File: src/rtl/i2cSlvPkg.sv
package i2cSlvPkg;

  localparam int BYTE_W = 8;

  typedef enum logic [2:0] {
    ST_IDLE,
    ST_ADDR,
    ST_CMD,
    ST_WDATA,
    ST_ACK,
    ST_RDATA,
    ST_RACK,
    ST_IGNORE
  } slvState_e;

  // Strobes from control to datapath, valid for a single clock
  typedef struct packed {
    logic shiftRx;   // shift sampled bit into receive byte
    logic rxBit;     // the sampled data bit
    logic loadPtr;   // command byte complete: load pointer
    logic writeReg;  // data byte complete: store and advance
    logic loadTx;    // fetch register at pointer, advance
    logic shiftTx;   // move to next transmit bit
  } slvStrobe_t;

endpackage

File: src/rtl/i2cSlvSync.sv
module i2cSlvSync #(
  parameter int WIDTH  = 2,
  parameter int STAGES = 2
) (
  input  logic             clk,
  input  logic             rstN,
  input  logic [WIDTH-1:0] din,
  output logic [WIDTH-1:0] dout
);

  logic [STAGES-1:0][WIDTH-1:0] chain;

  always_ff @(posedge clk or negedge rstN) begin
    if (!rstN) begin
      chain <= '1;
    end else begin
      chain[0] <= din;
      for (int s = 1; s < STAGES; s++) chain[s] <= chain[s-1];
    end
  end

  assign dout = chain[STAGES-1];

endmodule

File: src/rtl/i2cSlvCtrl.sv
module i2cSlvCtrl
  import i2cSlvPkg::*;
#(
  parameter int          SYNC_STAGES = 2,
  parameter int          STRAP_W     = 4,
  parameter logic [7:0]  BCAST_BYTE  = 8'h60
) (
  input  logic               clk,
  input  logic               rstN,
  input  logic               sclIn,
  input  logic               sdaIn,
  input  logic [BYTE_W-1:0]  rxByte,
  input  logic [STRAP_W-1:0] strapVal,
  input  logic               txMsb,
  output slvStrobe_t         strb,
  output logic               sdaOe,
  output logic               sclLvl,
  output logic               ignoring,
  output logic               stopDet
);

  localparam int         HI_W    = 7 - STRAP_W;
  localparam logic [2:0] FIXED_HI = 3'b010;

  logic [1:0] busSync;
  logic       sclNow, sdaNow, sclPrev, sdaPrev;
  logic       sclRise, sclFall, startDet;
  logic [6:0] ownAddr;
  logic       ownHit, bcastHit;

  i2cSlvSync #(.WIDTH(2), .STAGES(SYNC_STAGES)) uSync (
    .clk  (clk),
    .rstN (rstN),
    .din  ({sclIn, sdaIn}),
    .dout (busSync)
  );

  assign sclNow = busSync[1];
  assign sdaNow = busSync[0];

  always_ff @(posedge clk or negedge rstN) begin
    if (!rstN) begin
      sclPrev <= 1'b1;
      sdaPrev <= 1'b1;
    end else begin
      sclPrev <= sclNow;
      sdaPrev <= sdaNow;
    end
  end

  assign sclRise  = sclNow & ~sclPrev;
  assign sclFall  = ~sclNow & sclPrev;
  assign startDet = sclNow & sclPrev & sdaPrev & ~sdaNow;
  assign stopDet  = sclNow & sclPrev & ~sdaPrev & sdaNow;
  assign sclLvl   = sclNow;

  assign ownAddr  = {FIXED_HI[HI_W-1:0], strapVal};
  assign ownHit   = (rxByte[7:1] == ownAddr);
  assign bcastHit = (rxByte == BCAST_BYTE);

  slvState_e state, stateN, afterAck, afterAckN;
  logic [2:0] bitCnt, bitCntN;
  logic       gotByte, gotByteN;
  logic       ackDrive, ackDriveN;
  logic       readDrive, readDriveN;
  logic       masterNack, masterNackN;

  always_comb begin
    stateN      = state;
    afterAckN   = afterAck;
    bitCntN     = bitCnt;
    gotByteN    = gotByte;
    ackDriveN   = ackDrive;
    readDriveN  = readDrive;
    masterNackN = masterNack;
    strb        = '0;
    strb.rxBit  = sdaNow;

    if (startDet) begin
      stateN     = ST_ADDR;
      bitCntN    = '0;
      gotByteN   = 1'b0;
      ackDriveN  = 1'b0;
      readDriveN = 1'b0;
    end else if (stopDet) begin
      stateN     = ST_IDLE;
      bitCntN    = '0;
      gotByteN   = 1'b0;
      ackDriveN  = 1'b0;
      readDriveN = 1'b0;
    end else begin
      case (state)
        ST_ADDR, ST_CMD, ST_WDATA: begin
          if (sclRise && !gotByte) begin
            strb.shiftRx = 1'b1;
            bitCntN      = bitCnt + 3'd1;
            if (bitCnt == 3'd7) gotByteN = 1'b1;
          end else if (sclFall && gotByte) begin
            gotByteN = 1'b0;
            bitCntN  = '0;
            if (state == ST_ADDR) begin
              if (ownHit) begin
                ackDriveN = 1'b1;
                stateN    = ST_ACK;
                afterAckN = rxByte[0] ? ST_RDATA : ST_CMD;
              end else if (bcastHit) begin
                ackDriveN = 1'b1;
                stateN    = ST_ACK;
                afterAckN = ST_CMD;
              end else begin
                stateN = ST_IGNORE;
              end
            end else if (state == ST_CMD) begin
              strb.loadPtr = 1'b1;
              ackDriveN    = 1'b1;
              stateN       = ST_ACK;
              afterAckN    = ST_WDATA;
            end else begin
              strb.writeReg = 1'b1;
              ackDriveN     = 1'b1;
              stateN        = ST_ACK;
              afterAckN     = ST_WDATA;
            end
          end
        end
        ST_ACK: begin
          if (sclFall) begin
            ackDriveN = 1'b0;
            stateN    = afterAck;
            bitCntN   = '0;
            if (afterAck == ST_RDATA) begin
              strb.loadTx = 1'b1;
              readDriveN  = 1'b1;
            end
          end
        end
        ST_RDATA: begin
          if (sclFall) begin
            bitCntN = bitCnt + 3'd1;
            if (bitCnt == 3'd7) begin
              readDriveN = 1'b0;
              stateN     = ST_RACK;
            end else begin
              strb.shiftTx = 1'b1;
            end
          end
        end
        ST_RACK: begin
          if (sclRise) begin
            masterNackN = sdaNow;
          end else if (sclFall) begin
            bitCntN = '0;
            if (masterNack) begin
              stateN = ST_IGNORE;
            end else begin
              strb.loadTx = 1'b1;
              readDriveN  = 1'b1;
              stateN      = ST_RDATA;
            end
          end
        end
        default: ;
      endcase
    end
  end

  always_ff @(posedge clk or negedge rstN) begin
    if (!rstN) begin
      state      <= ST_IDLE;
      afterAck   <= ST_CMD;
      bitCnt     <= '0;
      gotByte    <= 1'b0;
      ackDrive   <= 1'b0;
      readDrive  <= 1'b0;
      masterNack <= 1'b1;
    end else begin
      state      <= stateN;
      afterAck   <= afterAckN;
      bitCnt     <= bitCntN;
      gotByte    <= gotByteN;
      ackDrive   <= ackDriveN;
      readDrive  <= readDriveN;
      masterNack <= masterNackN;
    end
  end

  assign sdaOe    = ackDrive | (readDrive & ~txMsb);
  assign ignoring = (state == ST_IGNORE);

endmodule

File: src/rtl/i2cSlvDatapath.sv
module i2cSlvDatapath
  import i2cSlvPkg::*;
#(
  parameter int NUM_REGS  = 32,
  parameter int STRAP_W   = 4,
  parameter int STRAP_IDX = 17
) (
  input  logic               clk,
  input  logic               rstN,
  input  logic [STRAP_W-1:0] strapPins,
  input  slvStrobe_t         strb,
  output logic [BYTE_W-1:0]  rxByte,
  output logic [BYTE_W-1:0]  ptr,
  output logic [STRAP_W-1:0] strapLatch,
  output logic               capDone,
  output logic               txMsb
);

  localparam int IDX_W = (NUM_REGS > 1) ? $clog2(NUM_REGS) : 1;

  logic [BYTE_W-1:0] txReg;
  logic [BYTE_W-1:0] rdData;
  logic [BYTE_W-1:0] regQ [NUM_REGS];

  always_ff @(posedge clk or negedge rstN) begin
    if (!rstN) begin
      capDone    <= 1'b0;
      strapLatch <= '0;
    end else if (!capDone) begin
      capDone    <= 1'b1;
      strapLatch <= strapPins;
    end
  end

  always_ff @(posedge clk or negedge rstN) begin
    if (!rstN)            rxByte <= '0;
    else if (strb.shiftRx) rxByte <= {rxByte[BYTE_W-2:0], strb.rxBit};
  end

  always_ff @(posedge clk or negedge rstN) begin
    if (!rstN)                            ptr <= '0;
    else if (strb.loadPtr)                ptr <= rxByte;
    else if (strb.writeReg || strb.loadTx) ptr <= ptr + 8'd1;
  end

  for (genvar i = 0; i < NUM_REGS; i++) begin : gReg
    if (i == STRAP_IDX) begin : gStrap
      assign regQ[i] = {{(BYTE_W-STRAP_W){1'b0}}, strapLatch};
    end else begin : gData
      logic [BYTE_W-1:0] q;
      always_ff @(posedge clk or negedge rstN) begin
        if (!rstN)                                  q <= '0;
        else if (strb.writeReg && ptr == BYTE_W'(i)) q <= rxByte;
      end
      assign regQ[i] = q;
    end
  end

  assign rdData = (int'(ptr) < NUM_REGS) ? regQ[ptr[IDX_W-1:0]] : '0;

  always_ff @(posedge clk or negedge rstN) begin
    if (!rstN)             txReg <= '0;
    else if (strb.loadTx)  txReg <= rdData;
    else if (strb.shiftTx) txReg <= {txReg[BYTE_W-2:0], 1'b0};
  end

  assign txMsb = txReg[BYTE_W-1];

endmodule

File: src/rtl/i2c_reg_slave.sv
module i2c_reg_slave
  import i2cSlvPkg::*;
#(
  parameter int         NUM_REGS    = 32,
  parameter int         STRAP_IDX   = 17,
  parameter int         SYNC_STAGES = 2,
  parameter logic [7:0] BCAST_BYTE  = 8'h60
) (
  input  logic       clk,
  input  logic       rstN,
  input  logic [3:0] strapPins,
  input  logic       sclIn,
  input  logic       sdaIn,
  output logic       sdaOe
);

  localparam int STRAP_W = 4;

  slvStrobe_t         ctrlStrb;
  logic [BYTE_W-1:0]  rxByte;
  logic [BYTE_W-1:0]  curPtr;
  logic [STRAP_W-1:0] strapLatch;
  logic               capDone;
  logic               txMsb;
  logic               sclLvl;
  logic               ignoring;
  logic               stopDet;

  i2cSlvCtrl #(
    .SYNC_STAGES (SYNC_STAGES),
    .STRAP_W     (STRAP_W),
    .BCAST_BYTE  (BCAST_BYTE)
  ) uCtrl (
    .clk      (clk),
    .rstN     (rstN),
    .sclIn    (sclIn),
    .sdaIn    (sdaIn),
    .rxByte   (rxByte),
    .strapVal (strapLatch),
    .txMsb    (txMsb),
    .strb     (ctrlStrb),
    .sdaOe    (sdaOe),
    .sclLvl   (sclLvl),
    .ignoring (ignoring),
    .stopDet  (stopDet)
  );

  i2cSlvDatapath #(
    .NUM_REGS  (NUM_REGS),
    .STRAP_W   (STRAP_W),
    .STRAP_IDX (STRAP_IDX)
  ) uDp (
    .clk        (clk),
    .rstN       (rstN),
    .strapPins  (strapPins),
    .strb       (ctrlStrb),
    .rxByte     (rxByte),
    .ptr        (curPtr),
    .strapLatch (strapLatch),
    .capDone    (capDone),
    .txMsb      (txMsb)
  );

endmodule

File: config.mk
export PLATFORM = sky130hd
export DESIGN_NAME = i2c_reg_slave
export DESIGN_NICKNAME = d
export VERILOG_FILES = /design/src/rtl/i2cSlvPkg.sv /design/src/rtl/i2cSlvSync.sv /design/src/rtl/i2cSlvCtrl.sv /design/src/rtl/i2cSlvDatapath.sv /design/src/rtl/i2c_reg_slave.sv
export SDC_FILE = /design/constraint.sdc
export NUM_CORES = 1
export LEC_CHECK = 0
export BUFFER_PORTS_ARGS = -buffer_cell sky130_fd_sc_hd__buf_2
export CAP_MARGIN = 25
export CORE_AREA = 3 3 159 161
export DETAILED_ROUTE_END_ITERATION = 6
export DIE_AREA = 0 0 162 164
export PLACE_DENSITY_LB_ADDON = 0.05
export SLEW_MARGIN = 15
export SYNTH_ARGS = -nofsm -noshare
export SYNTH_HDL_FRONTEND = slang
export SYNTH_SLANG_ARGS = --single-unit
File: constraint.sdc
create_clock -name clk -period 3.4 [get_ports clk]
set_clock_uncertainty 0.2 [all_clocks]
set_input_delay 0.17 -clock clk [delete_from_list [all_inputs] [get_ports clk]]
set_output_delay 0.17 -clock clk [all_outputs]
set_load 0.01 [all_outputs]
==> metrics <==
outcome complete, no violations; XOR/XNOR share of the synthesized area 0.003065; Min Hold Slack 87.68 ps; setup violators final 0; clock sinks 296; synth-to-layout area growth 11.37%; syn nets 1,035; P_sw 3012 uW; Placed Cells 1,307; PortBufs 8; Tmin final 2937 ps; internal power 6765 uW; Yosys reg bits 296; Worst-Skew Late Latency 510 ps; share of synthesized registers carrying an async set or reset 1.000; Setup TNS Final 0 ps; fmax 340.5 MHz; Area contributors post-synth dfrtp_1, mux2_2, mux4_2, mux2_4, mux2i_1; Post-synth EDFFs 0; largest family of logic cells by synthesized area multiplexers; deepest clock path buffer count 3; vias in the first global route 9,184; root buffer cell clkbuf_16; routed len/inst 24.76 um; Flop pwr share 0.418; Tot Pwr 9777 uW; post-synthesis adder-cell area fraction 0.005255; drt first-iter violations 811; mux share of post-synthesis cell area 0.3160; combinational group share of total power 0.204; syn_area_per_cell 13.99 um2; H-tree depth reported by CTS 2; CP max stage delay 890 ps; routability cong. 0.8526; Initial Utilization 0.5927; MaxCap Viol Count 0; antenna violations before repair 0; Die ar. 26,570 um2; sequential area share after synthesis 0.5192; post-synthesis compound-gate area fraction 0.06139; Final period util 0.8638; # diodes 0; Cell Area, Synth 14,290 um2; # IOs 9; CP max FO 38; post-synth top area share 0.5045; Net Sw Frac 0.3081; power density over cell area 614.5 nW/um2; Hold Path Class input port to asynchronous set/reset pin; Fin. Hold Viols 0; via count 8,809; Startpoint Class register; post-detailed-route count of antenna-violating nets 0; Max rail drop VDD 0.0004375 V; Crit Path Class register to register; Residual DRC 0; Simple-Gate Fraction of Synth Area 0.06499; global-route wire length before repair 54.67 mm; Worst slew margin 0.3556; nets 1,040; Mapped Cells 1,021; Synth Flop Type dfrtp_1; top-count cell post-synth dfrtp_1; Worst Path Arrival 3110 ps; Yosys warnings 0; HPWL Detailed 22.22 mm; Yosys cell types 70; layout cells sized above 1 0.4071; Die W 162 um; Num CTS Buffers 34; gr usage total 0.2654; Routed WL 34.00 mm; Yosys top cell by area dfrtp_1; core footprint 24,110 um2; TritonCTS clock tree built; via/cell ratio 6.416; DR pass1 iterations 7; largest net degree at the start of global routing 96; Non-Filler Instances 1,373; Slowest-stage cell, CP dfrtp_4; CP Capture Type register; measured slew at the worst slew-check pin 966.5 ps; die height 164 um; Row Count 57; Synth top cells by count dfrtp_1, mux2_2, mux2_4, nand2_1, clkbuf_1; Congestion Overflow GR 0; RSZ-0062 raised after global routing no; dpl ws 474.5 ps; Leakage 0.007745 uW; Clock Power Share 0.378; fill cell count 1,773; Critical Path RT 3570 ps; final max-slew violation count 0; post-route worst setup slack 463.1 ps; clk slew on worst S/H paths 60 ps; critical path cell sequence buf_12, mux4_2, nand2_1, o31ai_1, a221oi_1, o21ai_0
[metrics by stage]
step                area, um2    util
floorplan               14290       -
global placement        14680  0.6091
detailed placement      14680  0.6091
CTS                     15910  0.6600
global route            15910  0.6600
finish                  15910  0.6600
[sequential cells by signal (all words and copies together), names as in the netlist, 2 cells and up]
name and flops:
uCtrl.state 3, uDp.ptr 8, uCtrl.uSync.chain 2, uDp.gReg.gData.q 248, uCtrl.bitCnt 3, uDp.strapLatch 4, uDp.rxByte 8, uDp.txReg 8
uCtrl.uSync.dout 2, uCtrl.afterAck 3
[power by group through the flow]
stage | sequential (uW) | clock, uW | combinational (uW)
after global placement | 4140 | 0 | 1940
after detailed placement | 4150 | 0 | 1970
final | 4090 | 3690 | 1990
after CTS | 4090 | 3760 | 1990
after global routing | 4120 | 3900 | 2130
after floorplan | 3760 | 0 | 1620
[layout make-up]
cell class                 instances  area, um2  share of cell area
clock inverter                     7      65.06            0.004089
sequential                       296       7425              0.4667
multi-input combinational        634       6442              0.4049
inverter                          14      52.55            0.003303
clock buffer                      52       1092             0.06865
timing repair buffer              46      427.9             0.02690
tap                              324      405.4             0.02548
[timing repair]
action                                 in CTS  in global routing
resized for setup                           0                  0
buffers inserted                            0                  0
endpoints found under the hold margin      98                  0
hold buffers                                7                  0
[cells by family after synthesis]
group | after synthesis
DFF | 296
xor gates and xnor gates | 5
buffers and inverters | 91
AOI/OAI and AO/OA | 125
adders and majority gates | 6
muxes | 339
other | 1
and+or+nand+nor | 158
[worst max-delay path, delay by kind of cell (launching register included)]
family,cells,cell delay [ps]
flip-flops,1,890
AO/OA/AOI/OAI,3,770
multiplexers,1,540
buffers and inverters,1,270
AND/OR/NAND/NOR,1,100
[per-layer routing]
layer / GRT usage / part of all wire / wire [um]
met1: 0.3747 / 0.44 / 14810
met2: 0.4337 / 0.49 / 16570
met3: 0.04363 / 0.056 / 1916
met4: 0.07057 / 0.021 / 707
met5: 0 / 0 / 0
[path summary, 6_finish.rpt]
kind                                       from                 endpoint  slack [ps]  depth (start not counted)
setup / recovery                     uDp.ptr[0]             uDp.txReg[5]         460                          6
hold / removal                             rstN  uDp.gReg[16].gData.q[4]          90                          2
setup reg to reg                     uDp.ptr[0]             uDp.txReg[5]         460                          6
hold reg to reg            uCtrl.uSync.chain[1]      uCtrl.uSync.dout[1]         160                          0
max in group asynchronous                  rstN  uDp.gReg[21].gData.q[0]        1990                          3
min in group clk                          sclIn     uCtrl.uSync.chain[1]         110                          2
[cells in the final DEF (no fill, tap or decap), drive strengths merged, types with 5 or more instances in the layout]
cell type      n
nor3b          6
clkbuf        52
nor4           5
a22o           5
inv           14
dfstp          8
mux2         264
nor2          10
mux4          44
o21ai         36
nand3         22
and2           5
buf           39
nor3           7
mux2i         31
ha             6
a21oi         12
dlygate4sd3    7
dfrtp        288
o211ai        10
a22oi         10
o221ai         5
nand2         69
a221o          7
and3           6
nor2b          9
Note: power is estimated with default switching activity, not from simulation.
